==> src/rtl/sertx_pkg.sv <==
package sertx_pkg;
  localparam int unsigned LEN_W = 2;

  // Control byte; the first member is the most significant field.
  typedef struct packed {
    logic [LEN_W-1:0] len_code;  // [7:6]
    logic             stop_two;  // [5]
    logic             par_on;    // [4]
    logic             par_odd;   // [3]
    logic             ie_done;   // [2]
    logic             ie_empty;  // [1]
    logic             tx_on;     // [0]
  } sertx_ctrl_t;

  localparam int unsigned CTRL_W = $bits(sertx_ctrl_t);
endpackage

==> src/rtl/sertx_bitclk.sv <==
module sertx_bitclk #(
  parameter int unsigned TICKS_PER_BIT = 16
) (
  input  logic clk,
  input  logic rst,
  input  logic baud_tick,
  output logic bit_stb
);
  localparam int unsigned CW = (TICKS_PER_BIT > 1) ? $clog2(TICKS_PER_BIT) : 1;
  localparam logic [CW-1:0] LAST = CW'(TICKS_PER_BIT - 1);

  logic [CW-1:0] cnt;

  always_ff @(posedge clk) begin
    if (rst) begin
      cnt     <= '0;
      bit_stb <= 1'b0;
    end else begin
      bit_stb <= 1'b0;
      if (baud_tick) begin
        if (cnt == LAST) begin
          cnt     <= '0;
          bit_stb <= 1'b1;
        end else begin
          cnt <= cnt + 1'b1;
        end
      end
    end
  end

  // a bit boundary is a single-cycle event
  p_stb_single_r2: assert property (@(posedge clk) disable iff (rst)
    bit_stb |=> !bit_stb);
endmodule

==> src/rtl/sertx_shifter.sv <==
module sertx_shifter #(
  parameter int unsigned DATA_W = 8,
  parameter int unsigned LEN_W  = 2
) (
  input  logic              clk,
  input  logic              rst,
  input  logic              bit_stb,
  input  logic              load_ok,
  input  logic [DATA_W-1:0] ld_data,
  input  logic [LEN_W-1:0]  len_code,
  input  logic              par_on,
  input  logic              par_odd,
  input  logic              stop_two,
  output logic              busy,
  output logic              txd,
  output logic              take,
  output logic              frame_end
);
  localparam int unsigned MIN_LEN = DATA_W - (2 ** LEN_W) + 1;
  localparam int unsigned FRAME_W = DATA_W + 3;        // data, parity, two stops
  localparam int unsigned RW      = $clog2(FRAME_W + 1);

  logic [FRAME_W-1:0] shreg;
  logic [FRAME_W-1:0] vec;
  logic [RW-1:0]      remain;
  logic [RW-1:0]      nleft;
  logic               last;
  logic               par_bit;
  logic [DATA_W-1:0]  masked;
  int unsigned        nbits;

  always_comb begin
    nbits = MIN_LEN + int'(len_code);
    for (int i = 0; i < DATA_W; i++) masked[i] = (i < nbits) ? ld_data[i] : 1'b0;
    par_bit = (^masked) ^ par_odd;
    vec = '1;
    for (int j = 0; j < FRAME_W; j++) begin
      if (j < DATA_W && j < nbits) vec[j] = ld_data[j];
      else if (j == nbits && par_on) vec[j] = par_bit;
    end
    nleft = RW'(nbits) + RW'(par_on) + RW'(1) + RW'(stop_two);
  end

  assign last      = busy && (remain == '0);
  assign take      = bit_stb && load_ok && (!busy || last);
  assign frame_end = bit_stb && last && !load_ok;

  always_ff @(posedge clk) begin
    if (rst) begin
      busy   <= 1'b0;
      txd    <= 1'b1;
      shreg  <= '1;
      remain <= '0;
    end else if (take) begin
      busy   <= 1'b1;
      txd    <= 1'b0;
      shreg  <= vec;
      remain <= nleft;
    end else if (frame_end) begin
      busy <= 1'b0;
      txd  <= 1'b1;
    end else if (bit_stb && busy) begin
      txd    <= shreg[0];
      shreg  <= {1'b1, shreg[FRAME_W-1:1]};
      remain <= remain - 1'b1;
    end
  end

  // the line rests high between frames
  p_idle_high_r2: assert property (@(posedge clk) disable iff (rst)
    !busy |-> txd);
  // a taken byte begins with a low start bit
  p_start_low_r2: assert property (@(posedge clk) disable iff (rst)
    take |=> (busy && !txd));
  // a finished frame with no data waiting leaves the shifter idle
  p_end_idle_r5: assert property (@(posedge clk) disable iff (rst)
    frame_end |=> !busy);
endmodule

==> src/rtl/sertx_unit.sv <==
module sertx_unit
  import sertx_pkg::*;
#(
  parameter int unsigned DATA_W        = 8,
  parameter int unsigned TICKS_PER_BIT = 16
) (
  input  logic              clk,
  input  logic              rst,
  input  logic              wr_data_en,
  input  logic [DATA_W-1:0] wr_data,
  input  logic              ctrl_wr,
  input  logic [CTRL_W-1:0] ctrl_wdata,
  input  logic              clr_wr,
  input  logic              clr_bit,
  input  logic              done_ack,
  input  logic              baud_tick,
  output logic              txd,
  output logic              txd_oe,
  output logic              buf_empty,
  output logic              tx_done,
  output logic              irq_empty,
  output logic              irq_done
);
  sertx_ctrl_t       ctrl_q;
  logic [DATA_W-1:0] buf_q;
  logic              buf_full;
  logic              tx_active;
  logic              bit_stb;
  logic              busy;
  logic              take;
  logic              frame_end;
  logic              wr_accept;

  assign wr_accept = wr_data_en && !buf_full;

  sertx_bitclk #(.TICKS_PER_BIT(TICKS_PER_BIT)) u_bitclk (
    .clk(clk), .rst(rst), .baud_tick(baud_tick), .bit_stb(bit_stb)
  );

  sertx_shifter #(.DATA_W(DATA_W), .LEN_W(LEN_W)) u_shift (
    .clk(clk), .rst(rst), .bit_stb(bit_stb),
    .load_ok(buf_full && tx_active), .ld_data(buf_q),
    .len_code(ctrl_q.len_code), .par_on(ctrl_q.par_on),
    .par_odd(ctrl_q.par_odd), .stop_two(ctrl_q.stop_two),
    .busy(busy), .txd(txd), .take(take), .frame_end(frame_end)
  );

  always_ff @(posedge clk) begin
    if (rst) begin
      ctrl_q    <= '0;
      buf_q     <= '0;
      buf_full  <= 1'b0;
      tx_active <= 1'b0;
      tx_done   <= 1'b0;
    end else begin
      if (ctrl_wr) ctrl_q <= sertx_ctrl_t'(ctrl_wdata);

      if (take) begin
        buf_full <= 1'b0;
      end else if (wr_accept) begin
        buf_full <= 1'b1;
        buf_q    <= wr_data;
      end

      if (ctrl_q.tx_on)               tx_active <= 1'b1;
      else if (!busy && !buf_full)    tx_active <= 1'b0;

      if (frame_end && !wr_accept)                tx_done <= 1'b1;
      else if (done_ack || (clr_wr && clr_bit))   tx_done <= 1'b0;
    end
  end

  assign txd_oe    = tx_active;
  assign buf_empty = !buf_full;
  assign irq_empty = buf_empty && ctrl_q.ie_empty;
  assign irq_done  = tx_done && ctrl_q.ie_done;

  // completion only with nothing in flight or waiting
  p_done_clean_r7: assert property (@(posedge clk) disable iff (rst)
    $rose(tx_done) |-> (!busy && !buf_full));
  // acknowledge clears the flag
  p_ack_clears_r8: assert property (@(posedge clk) disable iff (rst)
    (done_ack && !frame_end) |=> !tx_done);
  // writing a zero keeps the flag
  p_zero_keeps_r8: assert property (@(posedge clk) disable iff (rst)
    (clr_wr && !clr_bit && !done_ack && tx_done) |=> tx_done);
  // a write into a full holding register changes nothing
  p_full_ignore_r4: assert property (@(posedge clk) disable iff (rst)
    (wr_data_en && buf_full && !take) |=> (buf_full && $stable(buf_q)));
  // done request implies done flag
  p_irq_done_r9: assert property (@(posedge clk) disable iff (rst)
    irq_done |-> tx_done);
  // the pin is released only after draining
  p_oe_release_r10: assert property (@(posedge clk) disable iff (rst)
    $fell(txd_oe) |-> (!busy && !buf_full && !ctrl_q.tx_on));
  // a released pin carries an idle level
  p_oe_idle_r11: assert property (@(posedge clk) disable iff (rst)
    !txd_oe |-> txd);
  // no frame runs while inactive
  p_no_run_off_r6: assert property (@(posedge clk) disable iff (rst)
    !tx_active |-> !busy);
endmodule

==> config.mk <==
export PLATFORM = sky130hd
export DESIGN_NAME = sertx_unit
export DESIGN_NICKNAME = d
export VERILOG_FILES = /design/src/rtl/sertx_pkg.sv /design/src/rtl/sertx_bitclk.sv /design/src/rtl/sertx_shifter.sv /design/src/rtl/sertx_unit.sv
export SDC_FILE = /design/constraint.sdc
export NUM_CORES = 1
export LEC_CHECK = 0
export BUFFER_PORTS_ARGS = -buffer_cell sky130_fd_sc_hd__buf_2
export CORE_ASPECT_RATIO = 1.1
export CORE_UTILIZATION = 57
export CTS_CLUSTER_SIZE = 25
export DETAILED_ROUTE_END_ITERATION = 8
export HOLD_SLACK_MARGIN = 0.12
export PLACE_DENSITY = 0.79
export SYNTH_ARGS = -nofsm -noshare
export SYNTH_HDL_FRONTEND = slang
export SYNTH_HIERARCHICAL = 1
export SYNTH_SLANG_ARGS = --single-unit
export TNS_END_PERCENT = 5
==> constraint.sdc <==
create_clock -name clk -period 2.4 [get_ports clk]
set_input_delay 0.48 -clock clk [delete_from_list [all_inputs] [get_ports clk]]
set_output_delay 0.48 -clock clk [all_outputs]
set_load 0.01 [all_outputs]
==> results of run 1 <==
layout make-up:
| cell class | count | area, um2 | share of cell area, % |
|---|---|---|---|
| multi-input combinational | 185 | 1220 | 49.8 |
| sequential | 41 | 822 | 33.5 |
| timing repair buffer | 34 | 183 | 7.44 |
| clock buffer | 5 | 68.8 | 2.80 |
| tap | 50 | 62.6 | 2.55 |
| inverter | 16 | 61.3 | 2.50 |
| clock inverter | 2 | 35.0 | 1.43 |
logic make-up after synthesis:
| family | count (synthesis) | synth area share, % |
|---|---|---|
| DFF | 41 | 37.7 |
| and+or+nand+nor | 87 | 20.1 |
| xor gates and xnor gates | 10 | 4.99 |
| AOI/OAI and AO/OA | 63 | 17.6 |
| buffers and inverters | 27 | 6.26 |
| adders and majority gates | 14 | 8.38 |
| muxes | 11 | 5.05 |
registers in the layout, summed over array words and instances, names as in the netlist:
| name | cells |
|---|---|
| buf_q | 8 |
| u_shift/txd | 1 |
| tx_done | 1 |
| u_shift/remain | 4 |
| u_bitclk/bit_stb | 1 |
| u_shift/shreg | 11 |
| ctrl_q | 8 |
| buf_full | 1 |
| u_shift/busy | 1 |
| u_bitclk/cnt | 4 |
| txd_oe | 1 |
per-stage QoR:
step	hold slack [ns]	std cells	setup slack [ns]
floorplan	0.425	253	0.334
global placement	0.440	326	0.238
detailed placement	0.446	326	0.174
CTS	0.419	333	0.166
global route	0.419	333	0.0502
finish	0.423	333	0.166
layer usage:
metal	up-vias	GRT usage, %	wire length, um
li1	925	-	-
met1	825	32.1	2090
met2	44	39.1	2100
met3	5	5.24	198
met4	0	8.81	58
met5	-	0	0
synth_stat cells, types with 4 or more instances:
library cell,number
dfxtp_1,41
nand3_1,6
o21ai_0,15
mux2i_1,11
nor3_1,4
a21oi_1,28
buf_6,4
ha_1,13
nor2_1,19
nand2_1,30
inv_1,15
and3_1,4
nand3b_1,4
xnor2_1,7
worst max-delay path, delay by kind of cell (launching register included):
family | cells | cell delay, ns
buffers and inverters | 1 | 0.12
adders and majority gates | 1 | 0.22
xor gates and xnor gates | 3 | 0.78
AOI/OAI and AO/OA | 1 | 0.11
DFF | 1 | 0.45
and+or+nand+nor | 2 | 0.42
cells in the final DEF (no fill, tap or decap), types with 2 or more instances in the layout:
| master | instances |
|---|---|
| dfxtp_1 | 40 |
| nand2_1 | 30 |
| buf_2 | 29 |
| a21oi_1 | 28 |
| nor2_1 | 19 |
| inv_1 | 15 |
| o21ai_0 | 15 |
| ha_1 | 13 |
| mux2i_1 | 11 |
| xnor2_1 | 7 |
| nand3_1 | 6 |
| clkbuf_8 | 5 |
| buf_4 | 5 |
| nand3b_1 | 4 |
| nor3_1 | 4 |
| and3_1 | 4 |
| nand2_2 | 3 |
| nor2b_1 | 3 |
| o22ai_1 | 3 |
| o21a_1 | 3 |
| or3b_1 | 2 |
| a211oi_1 | 2 |
| clkinv_2 | 2 |
| nand2b_1 | 2 |
| a221oi_1 | 2 |
| nor4_1 | 2 |
| o211ai_1 | 2 |
worst min path at each step:
stage | cells after the start | slack, ns | endpoint | start
floorplan | 2 | 0.42 | txd_oe | ctrl_q[0]
global placement | 2 | 0.44 | txd_oe | ctrl_q[0]
detailed placement | 2 | 0.45 | txd_oe | ctrl_q[0]
CTS | 3 | 0.42 | buf_q[2] | wr_data[2]
global route | 3 | 0.42 | buf_q[2] | wr_data[2]
finish | 3 | 0.42 | buf_q[0] | wr_data[0]
what timing repair did:
action | 4_1_cts | 5_1_grt
resized for setup | 0 | 1
hold endpoints to repair | 0 | 0
setup endpoints to repair | 0 | 1
power by group:
group / total, mW / internal (mW) / switching (mW)
logic: 0.165 / 0.0813 / 0.0833
clock network: 0.531 / 0.302 / 0.229
registers: 0.721 / 0.700 / 0.0203
==> impl_metrics.csv, run 1 <==
group,metric,value,unit
yosys,ys.flop_type,"dfxtp_1",
grt,grt_pass1_wl,7380,um
cells_and_area,fin_util,67.2,%
yosys,yosys_register_bits,41,
die,io-pin-count,30,
power,finalPower,1.42,mW
clock_network,hold_buffers,0,
worst_setup_path,cp_cell_sequence,"inv_1 -> ha_1 -> nand2b_1 -> xnor2_1 -> xnor3_1 -> xnor2_2 -> and4_4 -> a41oi_1",
timing,setup_viol,0,
worst_setup_path,path_max_fanout,6,
worst_setup_path,arrival,2.40,ns
die,chipWidth,61.0,um
routing,ant_nets,0,
worst_setup_path,slowest_stage,"dfxtp_1",
yosys,synth.area.top_cells,"dfxtp_1 (38%), ha_1 (7.5%), a21oi_1 (6.4%), nand2_1 (5.2%), mux2i_1 (5.1%)",
routing,drt_iter0_drc,82,
routing,vias,1799,
die,die_area,0.00408,mm2
yosys,yosysSeqAreaShare,37.7,%
routing,vias_per_cell,5.40,
worst_setup_path,r2r-start,"ctrl_q[7]",
job,max_cap_violations,0,
timing,max_freq,448,MHz
power,p_leak,1.03,nW
timing,worst_slew_pin_slew,0.458,ns
clock_network,cts_sinks,41,
yosys,synth.distinct_cells,48,
worst_setup_path,rrSetupSlack,0.17,ns
grt,grt_pass1_vias,1643,
timing,drv_slew,0,
timing,slew_headroom,69.3,%
die,coreArea,0.00365,mm2
yosys,async_flop_share,0,%
routing,routed_wl,4450,um
yosys,synth_top_area_share,37.7,%
timing,final-hold-violation-count,0,
clock_network,clk_path_buf_depth,2,
cells_and_area,fill_cells,317,
yosys,synth_fp_nets,291,
routing,dr.pass1.iters,4,
die,start_util,59.6,%
clock_network,cts_inserted_buffers,5,
timing,period_minus_slack,2.23,ns
grt,grt_overflow,0,
grt,track_usage,24.5,%
grt,antenna_found_initial,0,
die,die_h,66.9,um
die,rows,23,
yosys,yosys_warnings,6,
worst_setup_path,worstSetupPathType,"reg -> reg",
run_status,status,"finished clean",
worst_setup_path,endpoint,"u_shift/shreg[10]",
placed_design,hpwl,3200,um
yosys,synth_cells,253,
cells_and_area,drive_above_1_share,19.4,%
clock_network,clk_latency,0.29,ns
yosys,synthesis.area,0.00218,mm2
timing,skew,0.00722,ns
placed_design,gp_congestion,0.841,
clock_network,htree_levels,2,
worst_setup_path,worst_r2r_endpoint,"u_shift/shreg[10]",
cells_and_area,antenna_cells,0,
hold_path,hp-class,"in -> reg",
placed_design,portBuffers,29,
worst_setup_path,start_kind,"flop",
timing,finalCritPeriodShare,93.1,%
clock_network,cts_tree,"built",
power,ir_drop,0.470,mV
timing,setup_tns,0,ns
worst_setup_path,cpPeakStageDelay,0.45,ns
grt,grt_max_degree,23,
routing,wire_per_inst,13.4,um
yosys,avgSynthCellArea,8.61,um2
worst_setup_path,critPathRequiredTime,2.56,ns
cells_and_area,final_area,0.00245,mm2
clock_network,cts_setup_buffers,0,
placed_design,dpl_cell_area,0.00235,mm2
clock_network,clk_pin_slew,0.07,ns
timing,rsz0062_at_grt,"false",
cells_and_area,area_growth_syn_to_layout,12.6,%
worst_setup_path,reg2reg_depth,8,
worst_setup_path,setup.worst_path.start,"ctrl_q[7]",
cells_and_area,fin_nets,321,
yosys,synth_edf_count,0,
routing,drc,0,
clock_network,cts_root_buf,"clkbuf_8",
yosys,synth_area_leader_cell,"dfxtp_1",
worst_setup_path,end_kind,"flop",
power,cellPowerDensity,577,mW/mm2
No activity file was read; power rests on OpenSTA's default activity.
==> run 2, diff against run 1 <==
--- a/config.mk
+++ b/config.mk
@@ -5,6 +5,7 @@
 export SDC_FILE = /design/constraint.sdc
 export NUM_CORES = 1
 export LEC_CHECK = 0
+export ABC_AREA = 1
 export BUFFER_PORTS_ARGS = -buffer_cell sky130_fd_sc_hd__buf_2
 export CORE_ASPECT_RATIO = 1.1
 export CORE_UTILIZATION = 57
==> run 2 against run 1 <==
Effect of this change:
- sequential share of layout area down 2.1 points
- non-clock buffer count down 5
- power up 6.2%
- cell area up 6.5%
- wire length up 4.3%
- sequential cell count unchanged
- combinational power up 21%
- synthesized area up 7.2%
- critical endpoint is now u_shift/remain[2]
- utilization down 0.72 points
- setup slack better by 0.21 ns
==> impl_metrics.csv, run 2 <==
group,metric,value,unit
run_status,status,"finished clean",
yosys,yosys.cell_count.top_type,"nand2_1",
yosys,ys.flop_type,"dfxtp_1",
die,rows,24,
worst_setup_path,rrSetupSlack,0.37,ns
power,p_leak,1.28,nW
clock_network,cts_inserted_buffers,5,
worst_setup_path,setup.worst_path.start,"ctrl_q[4]",
yosys,yosys_register_bits,41,
placed_design,dpl_cell_area,0.00250,mm2
die,coreArea,0.00393,mm2
timing,period_minus_slack,2.03,ns
placed_design,portBuffers,29,
grt,grt_overflow,0,
routing,drt_iter0_drc,109,
timing,slew_headroom,69.1,%
yosys,synth.distinct_cells,38,
grt,grt_pass1_wl,8480,um
clock_network,cts.repair.resized,0,
yosys,synth.area.top_cells,"dfxtp_1 (35%), nand2_1 (12%), nor2_1 (8.4%), inv_1 (8.0%), ha_1 (7.0%)",
cells_and_area,drive_above_1_share,16.6,%
cells_and_area,fill_cells,350,
placed_design,hpwl,3400,um
job,max_cap_violations,0,
routing,vias,2091,
worst_setup_path,endpoint,"u_shift/remain[2]",
yosys,yosys_warnings,6,
worst_setup_path,worstSetupPathType,"reg -> reg",
worst_setup_path,path_max_fanout,6,
cells_and_area,largest_register,"u_shift/shreg",
clock_network,cts_tree,"built",
die,chipWidth,63.1,um
worst_setup_path,critPathRequiredTime,2.57,ns
cells_and_area,reg_top3,"u_shift/shreg (11), buf_q (8), ctrl_q (8)",
cells_and_area,fin_util,66.4,%
routing,wire_per_inst,11.1,um
grt,grt_pass1_vias,2016,
clock_network,htree_levels,2,
yosys,synth_cells,336,
clock_network,cts_root_buf,"clkbuf_8",
die,io-pin-count,30,
timing,final-hold-violation-count,0,
yosys,synth_edf_count,0,
clock_network,clk_path_buf_depth,2,
grt,track_usage,24.4,%
power,ir_drop,0.406,mV
yosys,yosysSeqAreaShare,35.1,%
timing,rsz0062_at_grt,"false",
timing,setup_viol,0,
die,die_area,0.00436,mm2
cells_and_area,antenna_cells,0,
yosys,synth_commonest_cells,"nand2_1 (73), nor2_1 (52), inv_1 (50), dfxtp_1 (41), a21oi_1 (19)",
routing,drc,0,
worst_setup_path,end_kind,"flop",
timing,worst_slew_pin_slew,0.463,ns
die,die_h,69.2,um
routing,dr.pass1.iters,5,
yosys,synth_fp_nets,374,
cells_and_area,fin_nets,404,
timing,skew,0.00286,ns
worst_setup_path,arrival,2.20,ns
timing,drv_slew,0,
worst_setup_path,r2r-start,"ctrl_q[4]",
clock_network,clk_pin_slew,0.08,ns
die,start_util,59.4,%
yosys,avgSynthCellArea,6.96,um2
cells_and_area,layout_common_cells,"nand2_1 (73), nor2_1 (52), inv_1 (50)",
worst_setup_path,start_kind,"flop",
timing,setup_tns,0,ns
yosys,async_flop_share,0,%
timing,finalCritPeriodShare,84.5,%
clock_network,cts_setup_buffers,0,
cells_and_area,final_area,0.00261,mm2
timing,max_freq,493,MHz
placed_design,gp_congestion,0.831,
worst_setup_path,reg2reg_depth,9,
power,cellPowerDensity,576,mW/mm2
cells_and_area,area_growth_syn_to_layout,11.8,%
clock_network,hold_buffers,0,
yosys,synth_area_leader_cell,"dfxtp_1",
timing,layout_setup_ws,0.373,ns
clock_network,cts_sinks,41,
routing,ant_nets,0,
grt,antenna_found_initial,0,
worst_setup_path,worst_r2r_endpoint,"u_shift/remain[2]",
yosys,synthesis.area,0.00234,mm2
routing,routed_wl,4640,um
cells_and_area,largest_reg_flops,11,
cells_and_area,final_common_cell,"nand2_1",
clock_network,clk_latency,0.29,ns
hold_path,hp-class,"in -> reg",
grt,grt_max_degree,21,
routing,vias_per_cell,4.99,
timing,holdWs,0.405,ns
placed_design,post-place-ws,0.394,ns
yosys,synth_top_area_share,35.1,%
run 2: cell count changes in the layout (fill, tap and decap cells not counted), moves of 6 or more:
cell and change:
a21oi_1 -9, inv_1 +35, mux2i_1 -11, nand2_1 +43, nand2_2 +6, nand3_1 +8, nor2_1 +33, xnor2_1 -6
run 2: metrics by stage:
stage / power (mW) / instances
after global routing: 1.58 / 419
after global placement: 0.940 / 411
after detailed placement: 0.946 / 411
final: 1.50 / 419
after CTS: 1.52 / 419
after floorplan: 0.888 / 336
run 2: final cells by class:
type / count / area (um2) / share of cell area (%)
Clock inverter: 1 / 30.0 / 1.15
Inverter: 56 / 214 / 8.19
Tap cell: 52 / 65.1 / 2.49
Sequential cell: 41 / 821 / 31.4
Timing Repair Buffer: 29 / 145 / 5.55
Clock buffer: 7 / 86.3 / 3.30
Multi-Input combinational cell: 233 / 1250 / 47.9
run 2: where the power goes:
part	switching (mW)	total, mW	internal (mW)
combinational	0.125	0.200	0.0752
sequential	0.0250	0.730	0.705
clock	0.234	0.573	0.339
total	0.385	1.50	1.12
run 2: worst max-delay path, stage by stage (launching register included):
cell     delay (ns)
dfxtp_1        0.46
inv_1          0.08
ha_1           0.27
inv_1          0.05
ha_1           0.16
inv_1          0.06
fa_1           0.37
xor2_1         0.16
o21ai_0        0.20
a21oi_1        0.09
run 2: cells by family after synthesis:
kind of cell    share of synthesized area (%)
compound gates                           13.7
xor+xnor                                 1.50
fa+ha+maj                                7.82
buf+inv                                  11.3
flops                                    35.1
simple gates                             30.6
run 2: worst min path at each step:
stage,start,slack (ns),depth (start not counted),endpoint
final,wr_data[2],0.41,3,buf_q[2]
after global placement,ctrl_q[1],0.45,2,ctrl_q[1]
after CTS,wr_data[2],0.40,3,buf_q[2]
after floorplan,ctrl_q[0],0.43,2,ctrl_q[0]
after detailed placement,ctrl_q[1],0.46,2,ctrl_q[1]
after global routing,wr_data[4],0.41,3,buf_q[4]
run 2: layer usage:
metal	global-route usage [%]	routed length [um]
met1	28.9	2180
met2	41.7	2220
met3	5.79	161
met4	10.1	70
met5	0	0
